[src/rtl/sio_pkg.sv]
`timescale 1ns/1ps
package sio_pkg;
    localparam int FRAME_W = 12;   // start + 8 data + parity + 2 stop
    localparam int CNT_W   = 6;    // holds divide-by-64 terminal count

    typedef struct packed {
        logic [3:0] ndata;
        logic       par_en;
        logic       par_odd;
        logic       two_stop;
    } fmt_t;

    function automatic fmt_t decode_fmt(input logic [2:0] w);
        fmt_t f;
        f.ndata    = w[2] ? 4'd8 : 4'd7;
        f.par_en   = !(w[2] && !w[1]);
        f.par_odd  = w[0];
        f.two_stop = (w == 3'b000) || (w == 3'b001) || (w == 3'b100);
        return f;
    endfunction

    function automatic logic [CNT_W-1:0] div_last(input logic [1:0] sel);
        case (sel)
            2'b01:   return CNT_W'(15);
            2'b10:   return CNT_W'(63);
            default: return '0;
        endcase
    endfunction
endpackage

[src/rtl/sio_tx.sv]
`timescale 1ns/1ps
module sio_tx
    import sio_pkg::*;
(
    input  logic             clk,
    input  logic             rst_n,
    input  logic             clear,
    input  logic             tick,
    input  logic [CNT_W-1:0] div_max,
    input  fmt_t             fmt,
    input  logic             load,
    input  logic [7:0]       ldata,
    output logic             busy,
    output logic             txd_raw
);
    typedef struct packed {
        logic               busy;
        logic [FRAME_W-1:0] sh;
        logic [3:0]         left;
        logic [CNT_W-1:0]   cnt;
    } tx_t;

    tx_t q, d;
    logic [FRAME_W-1:0] frame;
    logic               par;

    always_comb begin
        par   = fmt.par_odd;
        frame = '1;
        frame[0] = 1'b0;
        for (int i = 0; i < 8; i++) begin
            if (4'(i) < fmt.ndata) begin
                frame[1+i] = ldata[i];
                par        = par ^ ldata[i];
            end
        end
        if (fmt.par_en) frame[4'd1 + fmt.ndata] = par;
    end

    always_comb begin
        d = q;
        if (clear) begin
            d = '0;
        end else if (load && !q.busy) begin
            d.busy = 1'b1;
            d.sh   = frame;
            d.cnt  = '0;
            d.left = 4'd2 + fmt.ndata + {3'b0, fmt.par_en} + {3'b0, fmt.two_stop};
        end else if (q.busy && tick) begin
            if (q.cnt == div_max) begin
                d.cnt  = '0;
                d.sh   = {1'b1, q.sh[FRAME_W-1:1]};
                d.left = q.left - 4'd1;
                if (q.left == 4'd1) d.busy = 1'b0;
            end else begin
                d.cnt = q.cnt + CNT_W'(1);
            end
        end
    end

    always_ff @(posedge clk or negedge rst_n) begin
        if (!rst_n) q <= '0;
        else        q <= d;
    end

    assign busy    = q.busy;
    assign txd_raw = q.busy ? q.sh[0] : 1'b1;


    stop_bit_high_chk: assert property (@(posedge clk) disable iff (!rst_n)
        $fell(q.busy) && !$past(clear) |-> $past(txd_raw));
endmodule

[src/rtl/sio_rx.sv]
`timescale 1ns/1ps
module sio_rx
    import sio_pkg::*;
(
    input  logic             clk,
    input  logic             rst_n,
    input  logic             clear,
    input  logic             tick,
    input  logic [CNT_W-1:0] div_max,
    input  fmt_t             fmt,
    input  logic             rxd,
    output logic             done,
    output logic [7:0]       dout,
    output logic             perr,
    output logic             ferr
);
    typedef enum logic [1:0] {RX_IDLE, RX_START, RX_BITS} rx_st_e;

    typedef struct packed {
        rx_st_e           st;
        logic [CNT_W-1:0] cnt;
        logic [3:0]       idx;
        logic [7:0]       sh;
        logic             acc;
        logic             done;
        logic             perr;
        logic             ferr;
    } rx_t;

    rx_t q, d;
    logic [3:0]       stop_idx;
    logic [CNT_W-1:0] half;

    assign stop_idx = fmt.ndata + {3'b0, fmt.par_en};
    assign half     = {1'b0, div_max[CNT_W-1:1]};

    always_comb begin
        d      = q;
        d.done = 1'b0;
        if (clear) begin
            d = '0;
        end else if (tick) begin
            case (q.st)
                RX_IDLE: if (!rxd) begin
                    d.cnt = '0;
                    d.idx = '0;
                    d.sh  = '0;
                    d.acc = 1'b0;
                    d.st  = (div_max == '0) ? RX_BITS : RX_START;
                end
                RX_START: if (q.cnt == half) begin
                    d.cnt = '0;
                    d.st  = rxd ? RX_IDLE : RX_BITS;
                end else begin
                    d.cnt = q.cnt + CNT_W'(1);
                end
                RX_BITS: if (q.cnt != div_max) begin
                    d.cnt = q.cnt + CNT_W'(1);
                end else begin
                    d.cnt = '0;
                    d.idx = q.idx + 4'd1;
                    if (q.idx < fmt.ndata) begin
                        d.sh[q.idx[2:0]] = rxd;
                        d.acc = q.acc ^ rxd;
                    end else if (q.idx < stop_idx) begin
                        d.acc = q.acc ^ rxd;
                    end else begin
                        d.done = 1'b1;
                        d.ferr = !rxd;
                        d.perr = fmt.par_en && (q.acc != fmt.par_odd);
                        d.st   = RX_IDLE;
                    end
                end
                default: d.st = RX_IDLE;
            endcase
        end
    end

    always_ff @(posedge clk or negedge rst_n) begin
        if (!rst_n) q <= '0;
        else        q <= d;
    end

    assign done = q.done;
    assign dout = q.sh;
    assign perr = q.perr;
    assign ferr = q.ferr;


    start_wait_chk: assert property (@(posedge clk) disable iff (!rst_n)
        q.st == RX_START && !tick && !clear |=> $stable(q.cnt));
endmodule

[src/rtl/sio_adapter.sv]
`timescale 1ns/1ps
module sio_adapter
    import sio_pkg::*;
(
    input  logic       clk,
    input  logic       rst_n,
    input  logic       bit_tick,
    input  logic       acc,
    input  logic       cs_hi0,
    input  logic       cs_hi1,
    input  logic       cs_lo_n,
    input  logic       rs,
    input  logic       rw,
    input  logic [7:0] wdata,
    output logic [7:0] rdata,
    output logic       irq_n,
    output logic       rts_n,
    output logic       txd,
    input  logic       rxd,
    input  logic       cts_n,
    input  logic       dcd_n
);
    typedef struct packed {
        logic       mres;
        logic [7:0] ctl;
        logic [7:0] tdr;
        logic       tfull;
        logic [7:0] rdr;
        logic       rfull;
        logic       ovrn;
        logic       fe;
        logic       pe;
        logic       dlost;
        logic       darm;
        logic       dprev;
    } reg_t;

    reg_t q, d;

    logic             sel, wr_ctl, rd_st, wr_tdr, rd_rdr;
    logic             tx_busy, tx_load, tx_bit;
    logic             rx_done, rx_perr, rx_ferr;
    logic [7:0]       rx_data;
    logic [CNT_W-1:0] div_max;
    fmt_t             fmt;
    logic             tdre, irq, tx_ie, brk;
    logic [7:0]       status;

    assign sel    = acc && cs_hi0 && cs_hi1 && !cs_lo_n;
    assign wr_ctl = sel && !rs && !rw;
    assign rd_st  = sel && !rs &&  rw;
    assign wr_tdr = sel &&  rs && !rw;
    assign rd_rdr = sel &&  rs &&  rw;

    assign div_max = div_last(q.ctl[1:0]);
    assign fmt     = decode_fmt(q.ctl[4:2]);
    assign tx_load = q.tfull && !tx_busy && !cts_n && !q.mres;

    assign tdre  = !q.tfull && !cts_n && !q.mres;
    assign tx_ie = (q.ctl[6:5] == 2'b01);
    assign brk   = (q.ctl[6:5] == 2'b11) && !q.mres;
    assign irq   = !q.mres && ((q.ctl[7] && (q.rfull || q.ovrn || q.dlost)) || (tx_ie && tdre));
    assign status = {irq, q.pe, q.ovrn, q.fe, cts_n, q.dlost, tdre, q.rfull};

    assign rdata = rs ? q.rdr : status;
    assign irq_n = !irq;
    assign rts_n = q.mres || (q.ctl[6:5] == 2'b10);
    assign txd   = q.mres ? 1'b1 : (brk ? 1'b0 : tx_bit);

    sio_tx u_tx (
        .clk(clk), .rst_n(rst_n), .clear(q.mres), .tick(bit_tick),
        .div_max(div_max), .fmt(fmt), .load(tx_load), .ldata(q.tdr),
        .busy(tx_busy), .txd_raw(tx_bit)
    );

    sio_rx u_rx (
        .clk(clk), .rst_n(rst_n), .clear(q.mres), .tick(bit_tick),
        .div_max(div_max), .fmt(fmt), .rxd(rxd),
        .done(rx_done), .dout(rx_data), .perr(rx_perr), .ferr(rx_ferr)
    );

    always_comb begin
        d       = q;
        d.dprev = dcd_n;
        if (tx_load) d.tfull = 1'b0;
        if (wr_tdr && !q.mres) begin
            d.tdr   = wdata;
            d.tfull = 1'b1;
        end
        if (rd_rdr) begin
            d.rfull = 1'b0;
            d.ovrn  = 1'b0;
            d.fe    = 1'b0;
            d.pe    = 1'b0;
            if (q.darm) begin
                d.dlost = 1'b0;
                d.darm  = 1'b0;
            end
        end
        if (rd_st && q.dlost) d.darm = 1'b1;
        if (rx_done) begin
            if (d.rfull) begin
                d.ovrn = 1'b1;
            end else begin
                d.rdr   = rx_data;
                d.rfull = 1'b1;
                d.fe    = rx_ferr;
                d.pe    = rx_perr;
            end
        end
        if (dcd_n && !q.dprev) begin
            d.dlost = 1'b1;
            d.darm  = 1'b0;
        end
        if (wr_ctl) begin
            if (&wdata[1:0]) begin
                d.mres = 1'b1;
            end else begin
                d.mres = 1'b0;
                d.ctl  = wdata;
            end
        end
        if (d.mres) begin
            d.tfull = 1'b0;
            d.rfull = 1'b0;
            d.ovrn  = 1'b0;
            d.fe    = 1'b0;
            d.pe    = 1'b0;
            d.dlost = 1'b0;
            d.darm  = 1'b0;
        end
    end

    always_ff @(posedge clk or negedge rst_n) begin
        if (!rst_n) begin
            q       <= '0;
            q.mres  <= 1'b1;
            q.dprev <= 1'b1;
        end else begin
            q <= d;
        end
    end


    mreset_clear_chk: assert property (@(posedge clk) disable iff (!rst_n)
        wr_ctl && (&wdata[1:0]) |=> irq_n && !q.rfull && txd);

    ovrn_keeps_data_chk: assert property (@(posedge clk) disable iff (!rst_n)
        $rose(q.ovrn) |-> $stable(q.rdr));

    rd_clears_ovrn_chk: assert property (@(posedge clk) disable iff (!rst_n)
        rd_rdr |=> !q.ovrn);

    tdre_clr_chk: assert property (@(posedge clk) disable iff (!rst_n)
        wr_tdr && !q.mres |=> !status[1]);

    dcd_latch_chk: assert property (@(posedge clk) disable iff (!rst_n)
        $rose(dcd_n) && !q.mres && !wr_ctl |=> status[2]);
endmodule

[config.mk]
export PLATFORM = sky130hd
export DESIGN_NAME = sio_adapter
export DESIGN_NICKNAME = d
export VERILOG_FILES = /design/src/rtl/sio_pkg.sv /design/src/rtl/sio_tx.sv /design/src/rtl/sio_rx.sv /design/src/rtl/sio_adapter.sv
export SDC_FILE = /design/constraint.sdc
export NUM_CORES = 1
export LEC_CHECK = 0
export BUFFER_PORTS_ARGS = -buffer_cell sky130_fd_sc_hd__buf_2
export CAP_MARGIN = 5
export CORE_MARGIN = 10
export CORE_UTILIZATION = 60
export DETAILED_ROUTE_END_ITERATION = 12
export HOLD_SLACK_MARGIN = 0.05
export PLACE_DENSITY = 0.86
export SKIP_LAST_GASP = 1
export SYNTH_ARGS = -nofsm -noshare
export SYNTH_HDL_FRONTEND = slang
export SYNTH_SLANG_ARGS = --single-unit
[constraint.sdc]
create_clock -name clk -period 2.9 [get_ports clk]
set_input_delay 0.58 -clock clk [delete_from_list [all_inputs] [get_ports clk]]
set_output_delay 0.58 -clock clk [all_outputs]
set_load 0.005 [all_outputs]
==> impl_metrics.json, run 1 <==
{
  "vias": 3502,
  "setup_viol_count_final": 0,
  "cts_tree": "yes",
  "hpwl_um": 6850,
  "post_synth_inst_count": 458,
  "setup.worst_path.start": "q[24]$_DFFE_PN0P_",
  "drt_first_iter_violations": 183,
  "number_of_synthesized_flops_with_an_enable_pin": 0,
  "ctsHoldBuffers": 0,
  "combPwrFrac_pct": 31.4,
  "p_per_area_nw_per_um2": 732,
  "placement.io_buffers": 30,
  "rr_worst_depth": 8,
  "count_of_maximum_capacitance_violations": 0,
  "insertion_delay_to_the_later_sink_of_the_worst_skew_pair_ps": 360,
  "fin_skew_ps": 11.9,
  "drive_above_1_share_pct": 16.8,
  "r2r_start": "q[24]$_DFFE_PN0P_",
  "timing.critical_path.arrival_ps": 2820,
  "startpoint_type": "flop",
  "timing.final.hold_violations": 0,
  "post_cts_buffers": 0,
  "grt_setup_unrepaired": "false",
  "number_of_buffers_inserted_during_clock_tree_synthesis": 9,
  "placeableCoreArea_um2": 6910,
  "cts-htree-levels": 3,
  "async_reset_ff_share_pct": 100,
  "layout.area.seq_um2": 2000,
  "yosys_register_bits": 80,
  "clkSinkCount": 80,
  "post_layout_nets": 525,
  "min-delay-path-class": "in -> reg",
  "power.net_switching_uw": 1230,
  "finalMaxSlewViolations": 0,
  "critical_path.reg2reg.endpoint": "u_rx.dout[0]$_DFFE_PN0P_",
  "status": "finished, final reports clean",
  "drtAntennaViolNets": 0,
  "path_class": "reg -> reg",
  "drt-wirelength-per-cell_um": 16.5,
  "vdd_ir_drop_max_uv": 395,
  "syn-mean-instance-area_um2": 9.46,
  "worstHoldPathCells": 1,
  "finalCriticalPeriod_ps": 2560,
  "fillCellCount": 524,
  "slew_worst_pin_ps": 979,
  "grt_max_degree": 81,
  "critPathCaptureType": "flop",
  "post_synth_instance_area_um2": 4330,
  "cts.reportedPaths.clkPinSlew_ps": 90,
  "hp-start": "dcd_n",
  "distinct_cell_type_count_of_the_synthesized_netlist": 63,
  "synth_seq_area_share_pct": 46.2,
  "grt_first_pass_wirelength_um": 16400,
  "wirelength_um": 9710,
  "fp.dieArea_um2": 11000,
  "swShare_pct": 35.2,
  "post-route-period-util_pct": 88.2,
  "regToRegSetupSlack_ps": 340,
  "globalplace.congestion": 0.837,
  "cts_max_path_buffers": 2,
  "vias_per_cell": 5.95,
  "internal_power_uw": 2270,
  "drcViolationCount": 0,
  "flow.area_growth_from_synthesis_pct": 10.5,
  "design.portCount": 31,
  "cts.repair.resized": 0,
  "postLayoutCellArea_um2": 4790,
  "grt_pass1_vias": 3370,
  "initial_utilization_pct": 62.8,
  "multiInputGateArea_um2": 2190,
  "chipWidth_um": 105,
  "clock_tree.root_cell": "sky130_fd_sc_hd__clkbuf_8",
  "globalRoute.totalOverflow": 0,
  "share_seq_of_total_power_pct": 42.9,
  "worst-path-max-fanout": 12,
  "timing.hold.worst_endpoint": "q[0]$_DFF_PN1_",
  "grt_antenna_before_repair": 0,
  "p_leak_uw": 0.00226,
  "antennaDiodeCount": 0,
  "relSlewSlack_pct": 34.8,
  "synth_top_flop_cell": "sky130_fd_sc_hd__dfrtp_1",
  "timing.setup.tns_ps": 0,
  "p_clk_share_pct": 25.7,
  "yosysWarnings": 0,
  "chipHeight_um": 105,
  "fmax_ghz": 0.391,
  "dpl_cell_area_um2": 4570,
  "drtPass1Iterations": 7,
  "floorplan.rows": 30,
  "critPathRequiredTime_ps": 3160,
  "grt_use_total_pct": 17.8
}
-- power groups by stage --
stage | registers [uW] | logic (uW) | clock network [uW]
floorplan | 1440 | 871 | 0
global placement | 1500 | 1040 | 0
global route | 1530 | 1250 | 965
detailed placement | 1520 | 1090 | 0
CTS | 1500 | 1100 | 915
finish | 1500 | 1100 | 901
-- cell usage after synthesis (2+ instances only) --
cell / instances / area share [%]
sky130_fd_sc_hd__nor3b_1: 2 / 0.35
sky130_fd_sc_hd__a22o_1: 2 / 0.40
sky130_fd_sc_hd__nand2_1: 68 / 5.9
sky130_fd_sc_hd__xor2_1: 3 / 0.61
sky130_fd_sc_hd__nor2b_1: 2 / 0.29
sky130_fd_sc_hd__inv_1: 17 / 1.5
sky130_fd_sc_hd__mux2_2: 19 / 4.9
sky130_fd_sc_hd__and4b_1: 2 / 0.46
sky130_fd_sc_hd__nand3b_1: 2 / 0.35
sky130_fd_sc_hd__a21oi_1: 17 / 2.0
sky130_fd_sc_hd__o41ai_1: 3 / 0.61
sky130_fd_sc_hd__a211o_1: 2 / 0.40
sky130_fd_sc_hd__o21bai_1: 2 / 0.35
sky130_fd_sc_hd__nor2_1: 33 / 2.9
sky130_fd_sc_hd__ha_1: 16 / 4.6
sky130_fd_sc_hd__dfstp_2: 2 / 1.2
sky130_fd_sc_hd__a31oi_1: 8 / 1.2
sky130_fd_sc_hd__buf_2: 4 / 0.46
sky130_fd_sc_hd__buf_4: 2 / 0.35
sky130_fd_sc_hd__nand4_1: 4 / 0.58
sky130_fd_sc_hd__o2bb2ai_1: 2 / 0.40
sky130_fd_sc_hd__o21a_1: 4 / 0.69
sky130_fd_sc_hd__o21ai_0: 45 / 5.2
sky130_fd_sc_hd__o31ai_1: 18 / 3.1
sky130_fd_sc_hd__a22oi_1: 2 / 0.35
sky130_fd_sc_hd__or4_1: 2 / 0.35
sky130_fd_sc_hd__nor3_1: 11 / 1.3
sky130_fd_sc_hd__nand2b_1: 9 / 1.3
sky130_fd_sc_hd__or2_2: 2 / 0.29
sky130_fd_sc_hd__and3_1: 2 / 0.29
sky130_fd_sc_hd__conb_1: 2 / 0.17
sky130_fd_sc_hd__dfrtp_1: 78 / 45
sky130_fd_sc_hd__a21o_1: 4 / 0.69
sky130_fd_sc_hd__mux2i_1: 9 / 2.1
sky130_fd_sc_hd__buf_1: 2 / 0.17
sky130_fd_sc_hd__xnor2_1: 11 / 2.2
sky130_fd_sc_hd__clkbuf_1: 8 / 0.69
sky130_fd_sc_hd__nand3_1: 12 / 1.4
-- metrics by stage --
stage	std cells	utilization [%]	worst slack, ps	hold WS (ps)	power (uW)
after detailed placement	573	66.2	398	464	2600
final	589	69.3	341	316	3510
after global routing	589	69.3	143	306	3750
after floorplan	459	-	642	284	2310
after global placement	573	66.2	478	458	2540
after CTS	589	69.3	363	308	3510
-- area by class of cell --
cell class                      count  area share, %
Multi-Input combinational cell    345           45.8
Clock inverter                      6           1.88
Tap cell                           96           2.51
Clock buffer                       10           2.67
Inverter                           17           1.33
Timing Repair Buffer               35           3.97
Sequential cell                    80           41.9
-- per-layer routing --
layer	wire (um)	share of wire, %	up-vias	track usage, %
li1	-	-	1682	-
met1	4190	43	1693	22.8
met2	4880	50	107	29.3
met3	443	4.6	20	3.32
met4	200	2.1	0	6.57
met5	0	0	-	0
-- worst max path at each step --
stage | end | slack [ps] | cells after the start
floorplan | u_rx.q[22]$_DFFE_PN0P_ | 640 | 9
global placement | u_rx.dout[0]$_DFFE_PN0P_ | 480 | 7
detailed placement | u_rx.dout[0]$_DFFE_PN0P_ | 400 | 8
CTS | u_rx.dout[0]$_DFFE_PN0P_ | 360 | 8
global route | u_rx.dout[0]$_DFFE_PN0P_ | 140 | 8
finish | u_rx.dout[0]$_DFFE_PN0P_ | 340 | 8
-- cell families after synthesis --
logic type	after synthesis	synth area share, %
mux	29	7.28
xor+xnor	14	2.83
simple gates	162	17.8
fa+ha+maj	17	5.08
flops	80	46.2
compound gates	120	17.4
buf+inv	34	3.26
other cells	2	0.173
-- registers in the layout, indices dropped and copies added (netlist names) --
name	count
u_rx.done	1
u_rx.dout	8
q	32
u_rx.ferr	1
u_tx.q	22
u_tx.busy	1
u_rx.perr	1
u_rx.q	13
fmt	1
-- cells in the final DEF (no fill, tap or decap), drive strengths merged, types with 3 or more instances in the layout --
master,synthesis,layout
dfrtp,78,78
nand2,68,68
o21ai,47,47
buf,8,35
nor2,34,34
mux2,20,20
inv,17,19
o31ai,18,18
a21oi,17,17
ha,16,16
nand3,12,12
nor3,12,12
xnor2,11,11
clkbuf,9,10
nand2b,9,9
mux2i,9,9
a31oi,8,8
o21a,4,4
a21o,4,4
nand4,4,4
o41ai,3,3
xor2,3,3
conb,2,3
or2,3,3
-- critical path: stages (launching register included) --
cell	delay, ps
sky130_fd_sc_hd__dfrtp_1	350
sky130_fd_sc_hd__inv_1	50
sky130_fd_sc_hd__ha_1	390
sky130_fd_sc_hd__and4b_1	320
sky130_fd_sc_hd__o21ai_2	100
sky130_fd_sc_hd__or3_2	600
sky130_fd_sc_hd__nor2_2	220
sky130_fd_sc_hd__nand4b_1	190
sky130_fd_sc_hd__o31ai_1	250
Power figures use the tool's default switching activity.
==> run 2: changes to the inputs <==
- BUFFER_PORTS_ARGS: -buffer_cell sky130_fd_sc_hd__buf_2 -> unset
- DONT_BUFFER_PORTS: unset -> 1
- PLACE_DENSITY: 0.86 -> 0.83
- SYNTH_HIERARCHICAL: unset -> 1
==> impl_metrics.json, run 2 <==
{
  "fmax_ghz": 0.366,
  "vdd_ir_drop_max_uv": 628,
  "clkSinkCount": 80,
  "drt-wirelength-per-cell_um": 19.1,
  "critPathCaptureType": "flop",
  "grt_pass1_vias": 3865,
  "status": "finished, final reports clean",
  "floorplan.rows": 33,
  "number_of_buffers_inserted_during_clock_tree_synthesis": 9,
  "grt_max_degree": 79,
  "synth_top_area_cell": "sky130_fd_sc_hd__dfrtp_1",
  "post_synth_inst_count": 528,
  "hpwl_um": 8470,
  "yosys_register_bits": 80,
  "globalRoute.totalOverflow": 0,
  "top_regs": "q (32), u_tx/q (22), u_rx/q (13)",
  "vias_per_cell": 6.42,
  "swShare_pct": 39.2,
  "dpl_cell_area_um2": 5170,
  "grt_use_total_pct": 18.5,
  "regToRegSetupSlack_ps": 170,
  "registers.top_by_ff_count": "q",
  "setup_viol_count_final": 0,
  "grt_antenna_before_repair": 0,
  "p_leak_uw": 0.00245,
  "combPwrFrac_pct": 40.0,
  "postLayoutCellArea_um2": 5430,
  "wirelength_um": 12100,
  "fp.dieArea_um2": 12700,
  "fillCellCount": 644,
  "timing.final.hold_violations": 0,
  "min-delay-path-class": "in -> async",
  "startpoint_type": "flop",
  "distinct_cell_type_count_of_the_synthesized_netlist": 82,
  "initial_utilization_pct": 62.3,
  "critPathRequiredTime_ps": 3170,
  "chipHeight_um": 113,
  "globalplace.congestion": 0.888,
  "syn-mean-instance-area_um2": 9.79,
  "layout.cells.most_common_list": "sky130_fd_sc_hd__dfrtp_1, sky130_fd_sc_hd__nand2_1, sky130_fd_sc_hd__o21ai_0",
  "drcViolationCount": 0,
  "number_of_synthesized_flops_with_an_enable_pin": 0,
  "timing.critical_path.arrival_ps": 3000,
  "grt_first_pass_wirelength_um": 19700,
  "placeableCoreArea_um2": 8300,
  "placement.io_buffers": 0,
  "r2r_start": "q[28]$_DFFE_PN0P_",
  "cts_max_path_buffers": 2,
  "power.net_switching_uw": 1500,
  "worst-path-max-fanout": 19,
  "post-route-period-util_pct": 94.3,
  "ys_top_cells_by_area": "sky130_fd_sc_hd__dfrtp_1, sky130_fd_sc_hd__mux2_2, sky130_fd_sc_hd__ha_1",
  "finalMaxSlewViolations": 0,
  "post_synth_most_frequent_cells": "sky130_fd_sc_hd__dfrtp_1, sky130_fd_sc_hd__nand2_1, sky130_fd_sc_hd__o21ai_0",
  "most_frequent_standard_cell_in_the_layout_excluding_fill_and_tap_cells": "sky130_fd_sc_hd__dfrtp_1",
  "critical_path.reg2reg.endpoint": "u_rx/ferr$_DFFE_PN0P_",
  "hold_ws_ps": 95.5,
  "internal_power_uw": 2330,
  "clock_tree.root_cell": "sky130_fd_sc_hd__clkbuf_8",
  "flow.area_growth_from_synthesis_pct": 4.91,
  "drtAntennaViolNets": 0,
  "layout_setup_ws_ps": 167,
  "count_of_maximum_capacitance_violations": 0,
  "yosys.area.top_type_share_pct": 37.7,
  "share_of_the_core_filled_with_cells_in_the_final_layout_pct": 65.4,
  "cts.reportedPaths.clkPinSlew_ps": 80,
  "setup_ws_pre_cts_ps": 181,
  "drive_above_1_share_pct": 17.1,
  "yosysWarnings": 6,
  "path_class": "reg -> reg",
  "largest_register_ff_count": 32,
  "cts-htree-levels": 3,
  "yosysMostFrequentCell": "sky130_fd_sc_hd__dfrtp_1",
  "slew_worst_pin_ps": 1060,
  "drt_first_iter_violations": 269,
  "post_layout_nets": 561,
  "grt_setup_unrepaired": "true",
  "vias": 4060,
  "finalCriticalPeriod_ps": 2730,
  "antennaDiodeCount": 0,
  "synthesis.nets": 567,
  "p_clk_share_pct": 20.1,
  "relSlewSlack_pct": 28.7,
  "drtPass1Iterations": 7,
  "synth_seq_area_share_pct": 38.8,
  "synth_top_flop_cell": "sky130_fd_sc_hd__dfrtp_1",
  "async_reset_ff_share_pct": 100,
  "cts_tree": "yes",
  "post_synth_instance_area_um2": 5170,
  "chipWidth_um": 113,
  "share_seq_of_total_power_pct": 39.8,
  "rr_worst_depth": 11,
  "fin_skew_ps": 8.69,
  "insertion_delay_to_the_later_sink_of_the_worst_skew_pair_ps": 350,
  "design.portCount": 31,
  "p_per_area_nw_per_um2": 705
}
## run 2: cell type report
cell class	instances	area, um^2	share of cell area [%]
clock inverter	4	28.8	0.530
multi-input combinational	389	2870	52.8
timing repair buffer	15	135	2.49
inverter	27	105	1.94
clock buffer	12	155	2.86
tap	105	131	2.42
sequential	80	2000	36.9
## run 2: how the worst max path moves through the flow
stage | from | endpoint | slack [ps]
final | q[28]$_DFFE_PN0P_ | u_rx/ferr$_DFFE_PN0P_ | 170
after global placement | q[24]$_DFFE_PN0P_ | u_rx/q[3]$_DFFE_PN0P_ | 270
after detailed placement | q[24]$_DFFE_PN0P_ | u_rx/dout[0]$_DFFE_PN0P_ | 180
after CTS | q[24]$_DFFE_PN0P_ | u_rx/dout[5]$_DFFE_PN0P_ | 150
after global routing | q[28]$_DFFE_PN0P_ | u_rx/ferr$_DFFE_PN0P_ | -80
after floorplan | q[28]$_DFFE_PN0P_ | u_tx/q[21]$_DFFE_PN0P_ | 250
## run 2: cell families (layout without fill, tap and decap cells)
kind of cell,after synthesis,in the layout,share of synthesized area (%)
DFF,80,80,38.8
buffers and inverters,59,58,5.95
adders and majority gates,21,21,5.13
xor gates and xnor gates,28,28,5.86
and+or+nand+nor,164,164,17.9
AOI/OAI and AO/OA,144,144,19.0
muxes,32,32,7.40
## run 2: worst max-delay path, cell delays in order, from the launching register on
cell	delay, ps
sky130_fd_sc_hd__dfrtp_1	390
sky130_fd_sc_hd__inv_1	380
sky130_fd_sc_hd__ha_1	270
sky130_fd_sc_hd__ha_1	160
sky130_fd_sc_hd__xnor2_1	70
sky130_fd_sc_hd__ha_1	270
sky130_fd_sc_hd__o21a_1	120
sky130_fd_sc_hd__nor2_1	40
sky130_fd_sc_hd__a21oi_1	320
sky130_fd_sc_hd__nand3_4	130
sky130_fd_sc_hd__or3_1	330
sky130_fd_sc_hd__a21oi_1	170
## run 2: per-layer routing
layer  GRT usage, %  wire [um]  vias to the layer above
li1               -          -                     1899
met1           24.4       5240                     1994
met2           29.8       5880                      147
met3           4.49        747                       20
met4           4.48        205                        0
met5              0          0                        -
## run 2: stage by stage
step           total power, uW  std cells  setup TNS [ps]
3_3_place_gp              2880        611               0
6_report                  3820        632               0
5_1_grt                   4070        632            -231
3_5_place_dp              2960        611               0
2_1_floorplan             2660        528               0
4_1_cts                   3770        629               0
## run 2: repair_timing
item | CTS | global route
setup buffers | 0 | 3
endpoints found under the hold margin | 78 | 0
hold buffers | 2 | 0
resized for setup | 0 | 3
endpoints found under the setup margin | 0 | 14
## run 2: power by group through the flow
stage,combinational [uW],clock [uW],sequential (uW)
finish,1530,770,1520
CTS,1470,792,1520
detailed placement,1420,0,1530
floorplan,1180,0,1480
global placement,1360,0,1520
global route,1690,829,1550
==> run 3: changes to the inputs <==
- SYNTH_HIERARCHICAL: 1 -> unset
==> impl_metrics.json, run 3 (synthesis results as in run 1) <==
{
  "critPathRequiredTime_ps": 3170,
  "post_layout_nets": 496,
  "grt_use_total_pct": 17.8,
  "wirelength_um": 9630,
  "post_cts_buffers": 0,
  "globalplace.congestion": 0.813,
  "critPathCaptureType": "flop",
  "chipWidth_um": 105,
  "top_regs": "q (32), u_tx.q (22), u_rx.q (13)",
  "hold_ws_ps": 98.1,
  "cts_max_path_buffers": 2,
  "clkSinkCount": 80,
  "slew_worst_pin_ps": 867,
  "flow.area_growth_from_synthesis_pct": 7.45,
  "drcViolationCount": 0,
  "grt_max_degree": 81,
  "worst-path-max-fanout": 12,
  "path_class": "reg -> reg",
  "timing.final.hold_violations": 0,
  "floorplan.rows": 30,
  "grt_setup_unrepaired": "false",
  "drtPass1Iterations": 5,
  "layout.cells.most_common_list": "sky130_fd_sc_hd__dfrtp_1, sky130_fd_sc_hd__nand2_1, sky130_fd_sc_hd__o21ai_0",
  "number_of_buffers_inserted_during_clock_tree_synthesis": 9,
  "antennaDiodeCount": 0,
  "grt_first_pass_wirelength_um": 16300,
  "grt_pass1_vias": 3272,
  "setup_viol_count_final": 0,
  "most_frequent_standard_cell_in_the_layout_excluding_fill_and_tap_cells": "sky130_fd_sc_hd__dfrtp_1",
  "cts.reportedPaths.clkPinSlew_ps": 90,
  "finalCriticalPeriod_ps": 2580,
  "ctsHoldBuffers": 1,
  "count_of_maximum_capacitance_violations": 0,
  "post-route-period-util_pct": 89.0,
  "cts.repair.resized": 0,
  "vias": 3353,
  "dpl_cell_area_um2": 4420,
  "initial_utilization_pct": 62.8,
  "clock_tree.root_cell": "sky130_fd_sc_hd__clkbuf_8",
  "placement.io_buffers": 0,
  "postLayoutCellArea_um2": 4660,
  "drive_above_1_share_pct": 11.9,
  "drt-wirelength-per-cell_um": 17.2,
  "p_per_area_nw_per_um2": 743,
  "startpoint_type": "flop",
  "fp.dieArea_um2": 11000,
  "finalMaxSlewViolations": 0,
  "drtAntennaViolNets": 0,
  "grt_antenna_before_repair": 0,
  "hpwl_um": 6800,
  "chipHeight_um": 105,
  "design.portCount": 31,
  "largest_register_ff_count": 32,
  "fillCellCount": 538,
  "vdd_ir_drop_max_uv": 365,
  "placeableCoreArea_um2": 6910,
  "drt_first_iter_violations": 196,
  "globalRoute.totalOverflow": 0,
  "p_leak_uw": 0.00213,
  "fin_skew_ps": 15.5,
  "setup_ws_pre_cts_ps": 324,
  "share_of_the_core_filled_with_cells_in_the_final_layout_pct": 67.4,
  "status": "finished, final reports clean",
  "insertion_delay_to_the_later_sink_of_the_worst_skew_pair_ps": 370,
  "relSlewSlack_pct": 41.8,
  "registers.top_by_ff_count": "q",
  "layout_setup_ws_ps": 318,
  "timing.setup.tns_ps": 0,
  "vias_per_cell": 5.99,
  "cts_tree": "yes",
  "fmax_ghz": 0.387,
  "timing.critical_path.arrival_ps": 2850,
  "cts-htree-levels": 3,
  "min-delay-path-class": "in -> async"
}
[run 3: changes by cell type in the layout (fill, tap and decap cells not counted), moves of 7 or more]
cell / delta
sky130_fd_sc_hd__nand2_1: +30
sky130_fd_sc_hd__o31ai_1: +9
sky130_fd_sc_hd__xor2_1: -12
sky130_fd_sc_hd__o21ai_1: -10
sky130_fd_sc_hd__o21ai_0: +8
sky130_fd_sc_hd__mux2_4: -7
sky130_fd_sc_hd__a21oi_1: -10
sky130_fd_sc_hd__buf_4: -8
sky130_fd_sc_hd__nand3_1: -12
sky130_fd_sc_hd__inv_1: -8
[run 3: final timing paths]
| kind | start | endpoint | slack, ps | cells after the start |
|---|---|---|---|---|
| setup / recovery | q[24]$_DFFE_PN0P_ | u_rx.dout[4]$_DFFE_PN0P_ | 320 | 8 |
| hold / removal | rst_n | q[15]$_DFFE_PN0P_ | 100 | 1 |
| setup reg to reg | q[24]$_DFFE_PN0P_ | u_rx.dout[4]$_DFFE_PN0P_ | 320 | 8 |
| hold reg to reg | u_rx.dout[3]$_DFFE_PN0P_ | q[10]$_DFFE_PN0P_ | 480 | 2 |
| max in group asynchronous | rst_n | u_rx.q[15]$_DFFE_PN0P_ | 2480 | 1 |
| min in group clk | dcd_n | q[0]$_DFF_PN1_ | 190 | 0 |
[run 3: layer usage]
metal	GRT usage, %	part of all wire [%]	vias up
met5	0	0	-
met4	7.25	1.5	0
met3	3.38	4.8	15
met2	30.1	51	86
met1	21.8	43	1624
li1	-	-	1628
[run 3: report_power, final]
group | leakage, uW | internal (uW) | total, uW | switching, uW
clock network | 0.000101 | 433 | 871 | 438
registers | 0.00106 | 1310 | 1500 | 193
logic | 0.000972 | 469 | 1090 | 622
total | 0.00213 | 2210 | 3460 | 1250
[run 3: cell type report]
cell class              instances  area [um^2]  share of cell area (%)
repair buffers                  6         65.1                    1.40
inverters                      17         63.8                    1.37
clock buffers                  10          138                    2.96
flip-flops and latches         80         2000                    43.0
well taps                      96          120                    2.58
clock inverters                 6         73.8                    1.59
multi-input cells             345         2190                    47.1
[run 3: through the flow]
step / instances / power [uW]
2_1_floorplan: 459 / 2310
4_1_cts: 560 / 3480
3_3_place_gp: 543 / 2490
3_5_place_dp: 543 / 2570
5_1_grt: 560 / 3700
6_report: 560 / 3460
[run 3: worst max-delay path, cell delays in order, from the launching register on]
cell and delay (ps):
sky130_fd_sc_hd__dfrtp_1 360, sky130_fd_sc_hd__inv_1 50, sky130_fd_sc_hd__ha_1 400, sky130_fd_sc_hd__nor4b_2 270, sky130_fd_sc_hd__o21ai_2 120, sky130_fd_sc_hd__or3_2 600
sky130_fd_sc_hd__nor2_2 230, sky130_fd_sc_hd__nand4b_1 200, sky130_fd_sc_hd__o21ai_0 260
